File: src/rtl/lin_desc_pkg.sv
package lin_desc_pkg;

   localparam int SLOT_PID  = 0;
   localparam int SLOT_LEN  = 1;
   localparam int SLOT_CTRL = 2;
   localparam int SLOT_DATA = 3;

   typedef struct packed {
      logic       cks_enh;
      logic       cks_en;
      logic       crc_en;
      logic       dir_tx;
      logic [3:0] tmo;
   } ctrl_t;

   function automatic logic [1:0] lin_auto_par(input logic [5:0] id);
      logic p0;
      logic p1;
      p0 = id[0] ^ id[1] ^ id[2] ^ id[4];
      p1 = ~(id[1] ^ id[3] ^ id[4] ^ id[5]);
      return {p1, p0};
   endfunction

endpackage

File: src/rtl/lin_ptr_ctrl.sv
module lin_ptr_ctrl #(
   parameter int MAX_DATA = 8,
   parameter int CNT_W    = 4
) (
   input  logic             clk,
   input  logic             rst_n,
   input  logic             wr_en,
   input  logic             clr,
   input  logic             dir_now,
   input  logic             dir_q,
   input  logic [3:0]       eff_len,
   output logic [CNT_W-1:0] cnt,
   output logic             accept,
   output logic             start_pulse,
   output logic             overrun
);
   import lin_desc_pkg::*;

   localparam logic [CNT_W-1:0] CTRL_IDX = CNT_W'(SLOT_CTRL);
   localparam logic [CNT_W-1:0] DATA_IDX = CNT_W'(SLOT_DATA);

   logic [CNT_W-1:0] cnt_q;
   logic [CNT_W-1:0] limit;
   logic             in_hdr;
   logic             last_hdr;
   logic             last_data;
   logic             start_q;
   logic             ovr_q;

   assign limit     = dir_q ? (DATA_IDX + CNT_W'(eff_len)) : DATA_IDX;
   assign in_hdr    = (cnt_q < DATA_IDX);
   assign accept    = wr_en & ~clr & (in_hdr | (cnt_q < limit));
   assign last_hdr  = (cnt_q == CTRL_IDX) & (~dir_now | (eff_len == 4'd0));
   assign last_data = ~in_hdr & dir_q & (cnt_q == (limit - CNT_W'(1)));

   always_ff @(posedge clk) begin
      if (!rst_n) begin
         cnt_q   <= '0;
         start_q <= 1'b0;
         ovr_q   <= 1'b0;
      end else if (clr) begin
         cnt_q   <= '0;
         start_q <= 1'b0;
         ovr_q   <= 1'b0;
      end else begin
         start_q <= accept & (last_hdr | last_data);
         if (accept) begin
            cnt_q <= cnt_q + CNT_W'(1);
         end else if (wr_en) begin
            ovr_q <= 1'b1;
         end
      end
   end

   assign cnt         = cnt_q;
   assign start_pulse = start_q;
   assign overrun     = ovr_q;

endmodule

File: src/rtl/lin_field_cap.sv
module lin_field_cap #(
   parameter int MAX_DATA = 8,
   parameter int CNT_W    = 4,
   parameter int BYTE_W   = 8
) (
   input  logic                       clk,
   input  logic                       rst_n,
   input  logic                       accept,
   input  logic [CNT_W-1:0]           cnt,
   input  logic [BYTE_W-1:0]          wr_data,
   output logic [5:0]                 id,
   output logic [1:0]                 par,
   output logic [3:0]                 eff_len,
   output lin_desc_pkg::ctrl_t        ctrl,
   output logic [MAX_DATA*BYTE_W-1:0] tx_data
);
   import lin_desc_pkg::*;

   logic [5:0] id_q;
   logic [1:0] par_q;
   logic [3:0] len_q;
   ctrl_t      ctrl_q;

   always_ff @(posedge clk) begin
      if (!rst_n) begin
         id_q   <= '0;
         par_q  <= '0;
         len_q  <= '0;
         ctrl_q <= '0;
      end else if (accept) begin
         if (cnt == CNT_W'(SLOT_PID)) begin
            id_q  <= wr_data[5:0];
            par_q <= wr_data[7:6];
         end
         if (cnt == CNT_W'(SLOT_LEN)) begin
            len_q <= wr_data[3:0];
         end
         if (cnt == CNT_W'(SLOT_CTRL)) begin
            ctrl_q <= ctrl_t'(wr_data[7:0]);
         end
      end
   end

   generate
      for (genvar gi = 0; gi < MAX_DATA; gi++) begin : g_byte
         logic [BYTE_W-1:0] byte_q;
         always_ff @(posedge clk) begin
            if (!rst_n) begin
               byte_q <= '0;
            end else if (accept && (cnt == CNT_W'(SLOT_DATA + gi))) begin
               byte_q <= wr_data;
            end
         end
         assign tx_data[gi*BYTE_W +: BYTE_W] = byte_q;
      end
   endgenerate

   assign eff_len = (len_q > 4'(MAX_DATA)) ? 4'(MAX_DATA) : len_q;
   assign id      = id_q;
   assign par     = par_q;
   assign ctrl    = ctrl_q;

endmodule

File: src/rtl/lin_pid_gen.sv
module lin_pid_gen #(
   parameter bit AUTO_PAR_SUPPORT = 1'b1
) (
   input  logic [5:0] id,
   input  logic [1:0] par,
   input  logic       auto_en,
   output logic [7:0] pid
);
   import lin_desc_pkg::*;

   logic [1:0] par_sel;

   generate
      if (AUTO_PAR_SUPPORT) begin : g_auto
         assign par_sel = auto_en ? lin_auto_par(id) : par;
      end else begin : g_fixed
         logic unused_auto;
         assign unused_auto = auto_en;
         assign par_sel     = par;
      end
   endgenerate

   assign pid = {par_sel, id};

endmodule

File: src/rtl/lin_desc_seq.sv
module lin_desc_seq #(
   parameter int MAX_DATA         = 8,
   parameter int BYTE_W           = 8,
   parameter bit AUTO_PAR_SUPPORT = 1'b1,
   localparam int CNT_W           = $clog2(MAX_DATA + 4),
   localparam int DATA_W          = MAX_DATA * BYTE_W
) (
   input  logic              clk,
   input  logic              rst_n,
   input  logic              wr_en,
   input  logic [BYTE_W-1:0] wr_data,
   input  logic              auto_par_en,
   input  logic              eng_idle,
   input  logic              frame_done,
   input  logic              stop_req,
   output logic [7:0]        pid,
   output logic [3:0]        frm_len,
   output logic              cks_enh,
   output logic              cks_en,
   output logic              crc_en,
   output logic              dir_tx,
   output logic [3:0]        rx_timeout,
   output logic [DATA_W-1:0] tx_data,
   output logic [CNT_W-1:0]  wr_idx,
   output logic              start_pulse,
   output logic              overrun
);
   import lin_desc_pkg::*;

   generate
      if (BYTE_W != 8) begin : g_bad_byte
         $error("lin_desc_seq: BYTE_W must be 8");
      end
      if (MAX_DATA < 1 || MAX_DATA > 15) begin : g_bad_max
         $error("lin_desc_seq: MAX_DATA must be within 1..15");
      end
   endgenerate

   logic       clr;
   logic       accept;
   logic [5:0] id;
   logic [1:0] par;
   logic [3:0] eff_len;
   ctrl_t      ctrl;

   assign clr = eng_idle | frame_done | stop_req;

   lin_ptr_ctrl #(.MAX_DATA(MAX_DATA), .CNT_W(CNT_W)) i_ptr (
      .clk         (clk),
      .rst_n       (rst_n),
      .wr_en       (wr_en),
      .clr         (clr),
      .dir_now     (wr_data[4]),
      .dir_q       (ctrl.dir_tx),
      .eff_len     (eff_len),
      .cnt         (wr_idx),
      .accept      (accept),
      .start_pulse (start_pulse),
      .overrun     (overrun)
   );

   lin_field_cap #(.MAX_DATA(MAX_DATA), .CNT_W(CNT_W), .BYTE_W(BYTE_W)) i_cap (
      .clk     (clk),
      .rst_n   (rst_n),
      .accept  (accept),
      .cnt     (wr_idx),
      .wr_data (wr_data),
      .id      (id),
      .par     (par),
      .eff_len (eff_len),
      .ctrl    (ctrl),
      .tx_data (tx_data)
   );

   lin_pid_gen #(.AUTO_PAR_SUPPORT(AUTO_PAR_SUPPORT)) i_pid (
      .id      (id),
      .par     (par),
      .auto_en (auto_par_en),
      .pid     (pid)
   );

   assign frm_len    = eff_len;
   assign cks_enh    = ctrl.cks_enh;
   assign cks_en     = ctrl.cks_en;
   assign crc_en     = ctrl.crc_en;
   assign dir_tx     = ctrl.dir_tx;
   assign rx_timeout = ctrl.tmo;

endmodule

File: config.mk
export PLATFORM = sky130hd
export DESIGN_NAME = lin_desc_seq
export DESIGN_NICKNAME = d
export VERILOG_FILES = /design/src/rtl/lin_desc_pkg.sv /design/src/rtl/lin_ptr_ctrl.sv /design/src/rtl/lin_field_cap.sv /design/src/rtl/lin_pid_gen.sv /design/src/rtl/lin_desc_seq.sv
export SDC_FILE = /design/constraint.sdc
export NUM_CORES = 1
export LEC_CHECK = 0
export ABC_AREA = 1
export BUFFER_PORTS_ARGS = -buffer_cell sky130_fd_sc_hd__buf_2
export CORE_AREA = 2 2 101 103
export CTS_CLUSTER_SIZE = 25
export DETAILED_ROUTE_END_ITERATION = 7
export DIE_AREA = 0 0 103 105
export PLACE_DENSITY_LB_ADDON = 0.15
export SYNTH_ARGS = -nofsm -noshare
export SYNTH_HDL_FRONTEND = slang
export SYNTH_SLANG_ARGS = --single-unit
File: constraint.sdc
create_clock -name clk -period 5.6 [get_ports clk]
set_clock_uncertainty 0.2 [all_clocks]
set_input_delay 0 -clock clk [delete_from_list [all_inputs] [get_ports clk]]
set_output_delay 0 -clock clk [all_outputs]
set_load 0.05 [all_outputs]
### After elaboration in Yosys (flattened, before gate mapping)

Cells that the tools add are included.

| word-level totals | value |
|---|---|
| register bits | 90 |
| input port bits | 15 |
| output and inout bits | 90 |
| logic and storage cells | 77 |

| operators by class | value |
|---|---|
| $add $sub $neg | 3 |
| magnitude comparators | 3 |
| eq/ne operators | 11 |
| multiplexer cells | 3 |
| bitwise logic cells | 23 |
| reductions and logical operators | 15 |

Operator list:

| operator | number |
|---|---|
| equality test 4 x 3 -> 1 bit (second input constant) | 4 |
| equality test 4 bit (second input constant) | 3 |
| equality test 4 x 2 -> 1 bit (second input constant) | 2 |
| logical AND 1 bit | 8 |
| logical NOT 4 bit | 2 |
| 2-to-1 mux 4 bit | 2 |
| AND reduction 2 bit | 4 |
| bitwise AND 1 bit | 6 |
| inverter 1 bit | 6 |
| bitwise XOR 1 bit | 6 |
| OR 1 bit | 5 |
| adder 2 x 4 -> 4 bit (first input constant) | 1 |
| adder 4 x 1 -> 4 bit (second input constant) | 1 |
| equality test 4 x 1 -> 1 bit (second input constant) | 1 |
| equality test 4 bit | 1 |
| greater-than comparator 4 bit (second input constant) | 1 |
| less-than comparator 4 x 2 -> 1 bit (second input constant) | 1 |
| less-than comparator 4 bit | 1 |
| subtractor 4 x 1 -> 4 bit (second input constant) | 1 |
| 2-to-1 mux 2 bit | 1 |
| OR reduction 2 bit | 1 |

### Longest topological paths before layout

| depth | value |
|---|---|
| depth after elaboration | 9 |
| mapped depth | 20 |

### Modules after synthesis

A second synthesis with hierarchy kept.

| unflattened totals | value |
|---|---|
| cell total of the unflattened synthesis | 636 |
| area total of the unflattened synthesis | 4230.3 µm² |

By module, submodules not included:

| module | times used | cells an instance | area each (µm²) | sequential area each (µm²) |
|---|---|---|---|---|
| lin_field_cap | 1 | 489 | 3390.8 | 1681.6 |
| lin_ptr_ctrl | 1 | 99 | 629.4 | 120.1 |
| lin_pid_gen | 1 | 45 | 198.9 | 0.0 |
| lin_desc_seq | 1 | 3 | 11.3 | 0.0 |

### Worst setup path before layout

Ideal clock, no wire load.

| timing | value |
|---|---|
| path type | register to register |
| start | register i_cap.len_q[1] |
| end | register i_cap.g_byte[7].byte_q[6] |
| setup time | 0.070 ns |
| arrival time | 2.930 ns |
| path slack | 2.400 ns |
| stages on the path, launching flop included | 19 |
| clock period less this slack | 3.200 ns |
| path through | dfxtp_1 inv_1 nor2_1 inv_1 ha_1 nand2_1 nand2_1 nor2_1 inv_1 ha_1 nand2_1 o21ai_0 nand2_1 nand2_4 clkinv_2 buf_4 nand2_1 nand2_1 a21oi_1 |

| on the way | value |
|---|---|
| word-level cells in the longest chain between the ends | 8 |

Ends and longest elaborated chain:

| item | RTL line | RTL |
|---|---|---|
| from (decl) | lin_field_cap.sv:21 | `logic [3:0] len_q;` |
| from (signal assigned) | lin_field_cap.sv:36 | `len_q <= wr_data[3:0];` |
| greater-than comparator 4 bit | lin_field_cap.sv:58 | `assign eff_len = (len_q > 4'(MAX_DATA)) ? 4'(MAX_DATA) : len_q;` |
| 2-to-1 mux 4 bit * | lin_field_cap.sv:58 |  |
| via frm_len[1] | lin_desc_seq.sv:17 | `output logic [3:0] frm_len,` |
| adder 2 x 4 -> 4 bit * | lin_ptr_ctrl.sv:30 | `assign limit = dir_q ? (DATA_IDX + CNT_W'(eff_len)) : DATA_IDX;` |
| 2-to-1 mux 4 bit * | lin_ptr_ctrl.sv:30 |  |
| less-than comparator 4 bit * | lin_ptr_ctrl.sv:32 | `assign accept = wr_en & ~clr & (in_hdr \| (cnt_q < limit));` |
| OR 1 bit * | lin_ptr_ctrl.sv:32 |  |
| bitwise AND 1 bit * | lin_ptr_ctrl.sv:32 |  |
| logical AND 1 bit * | lin_field_cap.sv:50 | `end else if (accept && (cnt == CNT_W'(SLOT_DATA + gi))) begin` |
| to (signal assigned) | lin_field_cap.sv:51 | `byte_q <= wr_data;` |
| to (decl) | lin_field_cap.sv:46 | `logic [BYTE_W-1:0] byte_q;` |

Mark *: on every way through the listed nets, which the timed path passes. The rest lies on a longest branch.
A chain may end at the register's enable or synchronous reset.

### Worst setup path after layout

| timing | value |
|---|---|
| start | register i_cap.len_q[0] |
| end | register i_cap.len_q[0] |

| on the way | value |
|---|---|
| word-level cells in the longest chain between the ends | 8 |

Ends and longest elaborated chain:

| item | RTL line |
|---|---|
| greater-than comparator 4 bit | lin_field_cap.sv:58 |
| 2-to-1 mux 4 bit * | lin_field_cap.sv:58 |
| adder 2 x 4 -> 4 bit * | lin_ptr_ctrl.sv:30 |
| 2-to-1 mux 4 bit * | lin_ptr_ctrl.sv:30 |
| less-than comparator 4 bit * | lin_ptr_ctrl.sv:32 |
| OR 1 bit * | lin_ptr_ctrl.sv:32 |
| bitwise AND 1 bit * | lin_ptr_ctrl.sv:32 |
| AND reduction 2 bit (no line) * | - |

Mark *: on every way between the ends. The rest lies on a longest branch, timed or not.

==> results.md <==
- Outcome: finished clean
- Total negative slack: 0 ps
- Area Growth Syn to Fin: 24.1%
- Via count: 3713
- Critical Setup Path Class: reg2reg
- EDFF count, synth: 0
- Sw Ratio: 24.9%
- # resized after CTS: 0
- Number of synthesized register bits: 90
- Met3 GRT Util: 4.08%
- Crit path DAT: 4440 ps
- Area contributors post-synth: dfxtp_1, nand2_1, a21oi_1
- Clk_lat worst skew: 360 ps
- Netlist cell types: 25
- CTS tree: done
- FP Rows: 36
- Async SR Flop Fraction: 0%
- Post-DRT Antenna Nets: 0
- Worst-path clk slew: 90 ps
- Post-CTS Setup Bufs: 0
- Clock power share: 39.1%
- Synthesized area per cell: 7.53 um^2
- Area taken by multi-input logic gates: 0.00173 mm^2
- GRT Resource Usage Total: 20.8%
- Post-DR wirelength/cell: 15.0 um
- Total CTS buffers: 9
- Reg area: 0.00180 mm^2
- Fin. Hold Viols: 0
- Crit path max-delay cell type: clkinv_2
- RSZ-0062 raised after global routing: no
- Post-Synthesis Cells: 501
- Synth top cells by count: nand2_1, a21oi_1, dfxtp_1
- Mapped Nets: 525
- Sequential power share: 55.5%
- Met1 usage: 29.1%
- Main synth FF type: dfxtp_1
- Yosys warns: 0
- Final WL: 11.1 mm
- GRT overflow: 0
- Switching power: 0.288 mW
- Worst vdd ir: 0.113 mV
- Worst path max stage delay: 570 ps
- Met2 Usage GRT: 31.4%
- Pwr/cell area: 247 mW/mm^2
- Area share of the largest cell type after synthesis: 47.8%
- Period utilization: 77.4%
- WHS: 169 ps
- DRC viols: 0
- I/O pins: 105
- Synth area leader: dfxtp_1
- Gpl congestion: 0.836
- CP Max Fanout: 61
- Slew of the pin with the lowest slew margin: 870 ps
- Busiest grt layer: met2
- Part of the power in combinational logic: 5.4%
- Post-synthesis sequential area ratio: 47.8%
- Initial Util: 39.1%
- Drt pass-1 iters: 4
- Vias per cell: 5.00
- Post-CTS Hold Buffers: 15
- Core area: 0.00964 mm^2
- Clk root buf: clkbuf_8
- Number of global-route vias before repair: 3483
- Global-route wire length before repair: 17.7 mm
- Most common cell in the synthesized netlist: nand2_1
- Leakage: 1.96 nW
- Final Net Count: 629
- Cells along the critical path: nor2_1 > nand2_1 > nand2_1 > nand2_1 > ha_1 > nand2_1 > nand2_1 > nor2_1 > inv_1 > ha_1 > nand2_1 > o21ai_0 > nand2_1 > nand2_4 > clkinv_2 > buf_4 > nand2_1 > nand2_1 > a21oi_1 > dlygate4sd3_1
- # diodes: 0
- Clk buf depth: 2
- CP required: 5700 ps
- Largest net degree at the start of global routing: 84
- Fill count: 1021
- Die width: 103 um
- Slew Viols, Final: 0
- Initial drt markers: 147
- Slew margin rel.: 42.0%
- # Max-Cap Violations: 0
- Most used cell, CP: nand2_1
- Die Area: 0.0108 mm^2
- Post-DP HPWL: 7.19 mm
- Htree depth: 3
- Mapped cell area: 0.00377 mm^2
- Crit end category: flop
- DIE HEIGHT: 105 um
- Hold Crit Class: in2out
- I/O Buffers: 104
- CP Launch Type: flop
- Minimum clock period: 4340 ps
- Setup Viol. Count Final: 0
- FMAX: 0.231 GHz
- Initial antenna violation count: 0
- Layout cells sized above 1: 21.0%
- # clock sinks: 90
- Cell-internal power: 0.868 mW
==> worst max-delay path: cells and delay by family, from the launching register on <==
family | cells | cell delay [ps]
AO/OA/AOI/OAI | 2 | 270
adder cells (fa/ha/maj) | 2 | 480
buffers and inverters | 4 | 1700
flip-flops | 1 | 360
AND/OR/NAND/NOR | 12 | 1240
==> worst paths after layout <==
kind | from | cells past startpoint | endpoint | slack [ps]
worst min-delay path | auto_par_en | 3 | pid[6] | 170
worst max register to register | i_cap.len_q[0]$_SDFFE_PN0P_ | 20 | i_cap.len_q[0]$_SDFFE_PN0P_ | 1260
worst min register to register | i_cap.g_byte[6].byte_q[3]$_SDFFE_PN0P_ | 2 | i_cap.g_byte[6].byte_q[3]$_SDFFE_PN0P_ | 260
worst max-delay path | i_cap.len_q[0]$_SDFFE_PN0P_ | 20 | i_cap.len_q[0]$_SDFFE_PN0P_ | 1260
==> metrics by stage <==
stage / worst slack, ps / std cells / util, % / power (mW) / area, um^2
after floorplan: 2400 / 501 / - / 0.694 / 3770
after global placement: 1940 / 712 / 44.9 / 0.711 / 4330
after detailed placement: 1780 / 712 / 44.9 / 0.712 / 4330
after CTS: 1350 / 743 / 48.5 / 1.17 / 4680
after global routing: 768 / 743 / 48.5 / 1.19 / 4680
final: 1260 / 743 / 48.5 / 1.16 / 4680
==> logic make-up after synthesis <==
family / synth area share (%)
buf+inv: 6.27
xor+xnor: 1.39
simple gates: 28.5
mux: 0.265
compound gates: 12.8
fa+ha+maj: 2.99
flops: 47.8
==> per-layer routing <==
layer / wire, um / share of wire [%]
met5: 0 / 0
met4: 190 / 1.7
met3: 776 / 7.0
met2: 5000 / 45
met1: 5170 / 46
==> area by class of cell <==
type                            instances  area share (%)
Multi-Input combinational cell        359            37.0
Sequential cell                        90            38.5
Timing Repair Buffer                  121            14.7
Inverter                               24            1.95
Clock inverter                          7            1.63
Tap cell                              133            3.56
Clock buffer                            9            2.65
==> registers in the layout, summed over array words and instances (netlist names) <==
signal,cells
i_ptr.overrun,1
i_cap.len_q,4
i_cap.par,2
i_ptr.start_pulse,1
i_cap.ctrl,8
i_ptr.cnt,4
i_cap.g_byte.byte_q,64
i_cap.id,6
==> power groups by stage <==
stage	logic, mW	registers (mW)	clock network, mW
after floorplan	0.0338	0.661	0
after global placement	0.0540	0.657	0
after detailed placement	0.0549	0.657	0
after CTS	0.0622	0.642	0.464
after global routing	0.0667	0.642	0.486
final	0.0621	0.642	0.452
==> cells in the final DEF (no fill, tap or decap), types with 2 or more instances in the layout <==
master / n
a21oi_1: 91
buf_2: 104
buf_4: 2
clkbuf_8: 9
clkinv_2: 3
dfxtp_1: 90
dlygate4sd3_1: 15
ha_1: 9
inv_1: 22
nand2_1: 125
nand3_1: 89
nand4_1: 2
nor2_1: 24
nor3_1: 2
o21ai_0: 4
xor2_1: 5
No activity file was read; power rests on OpenSTA's default activity.
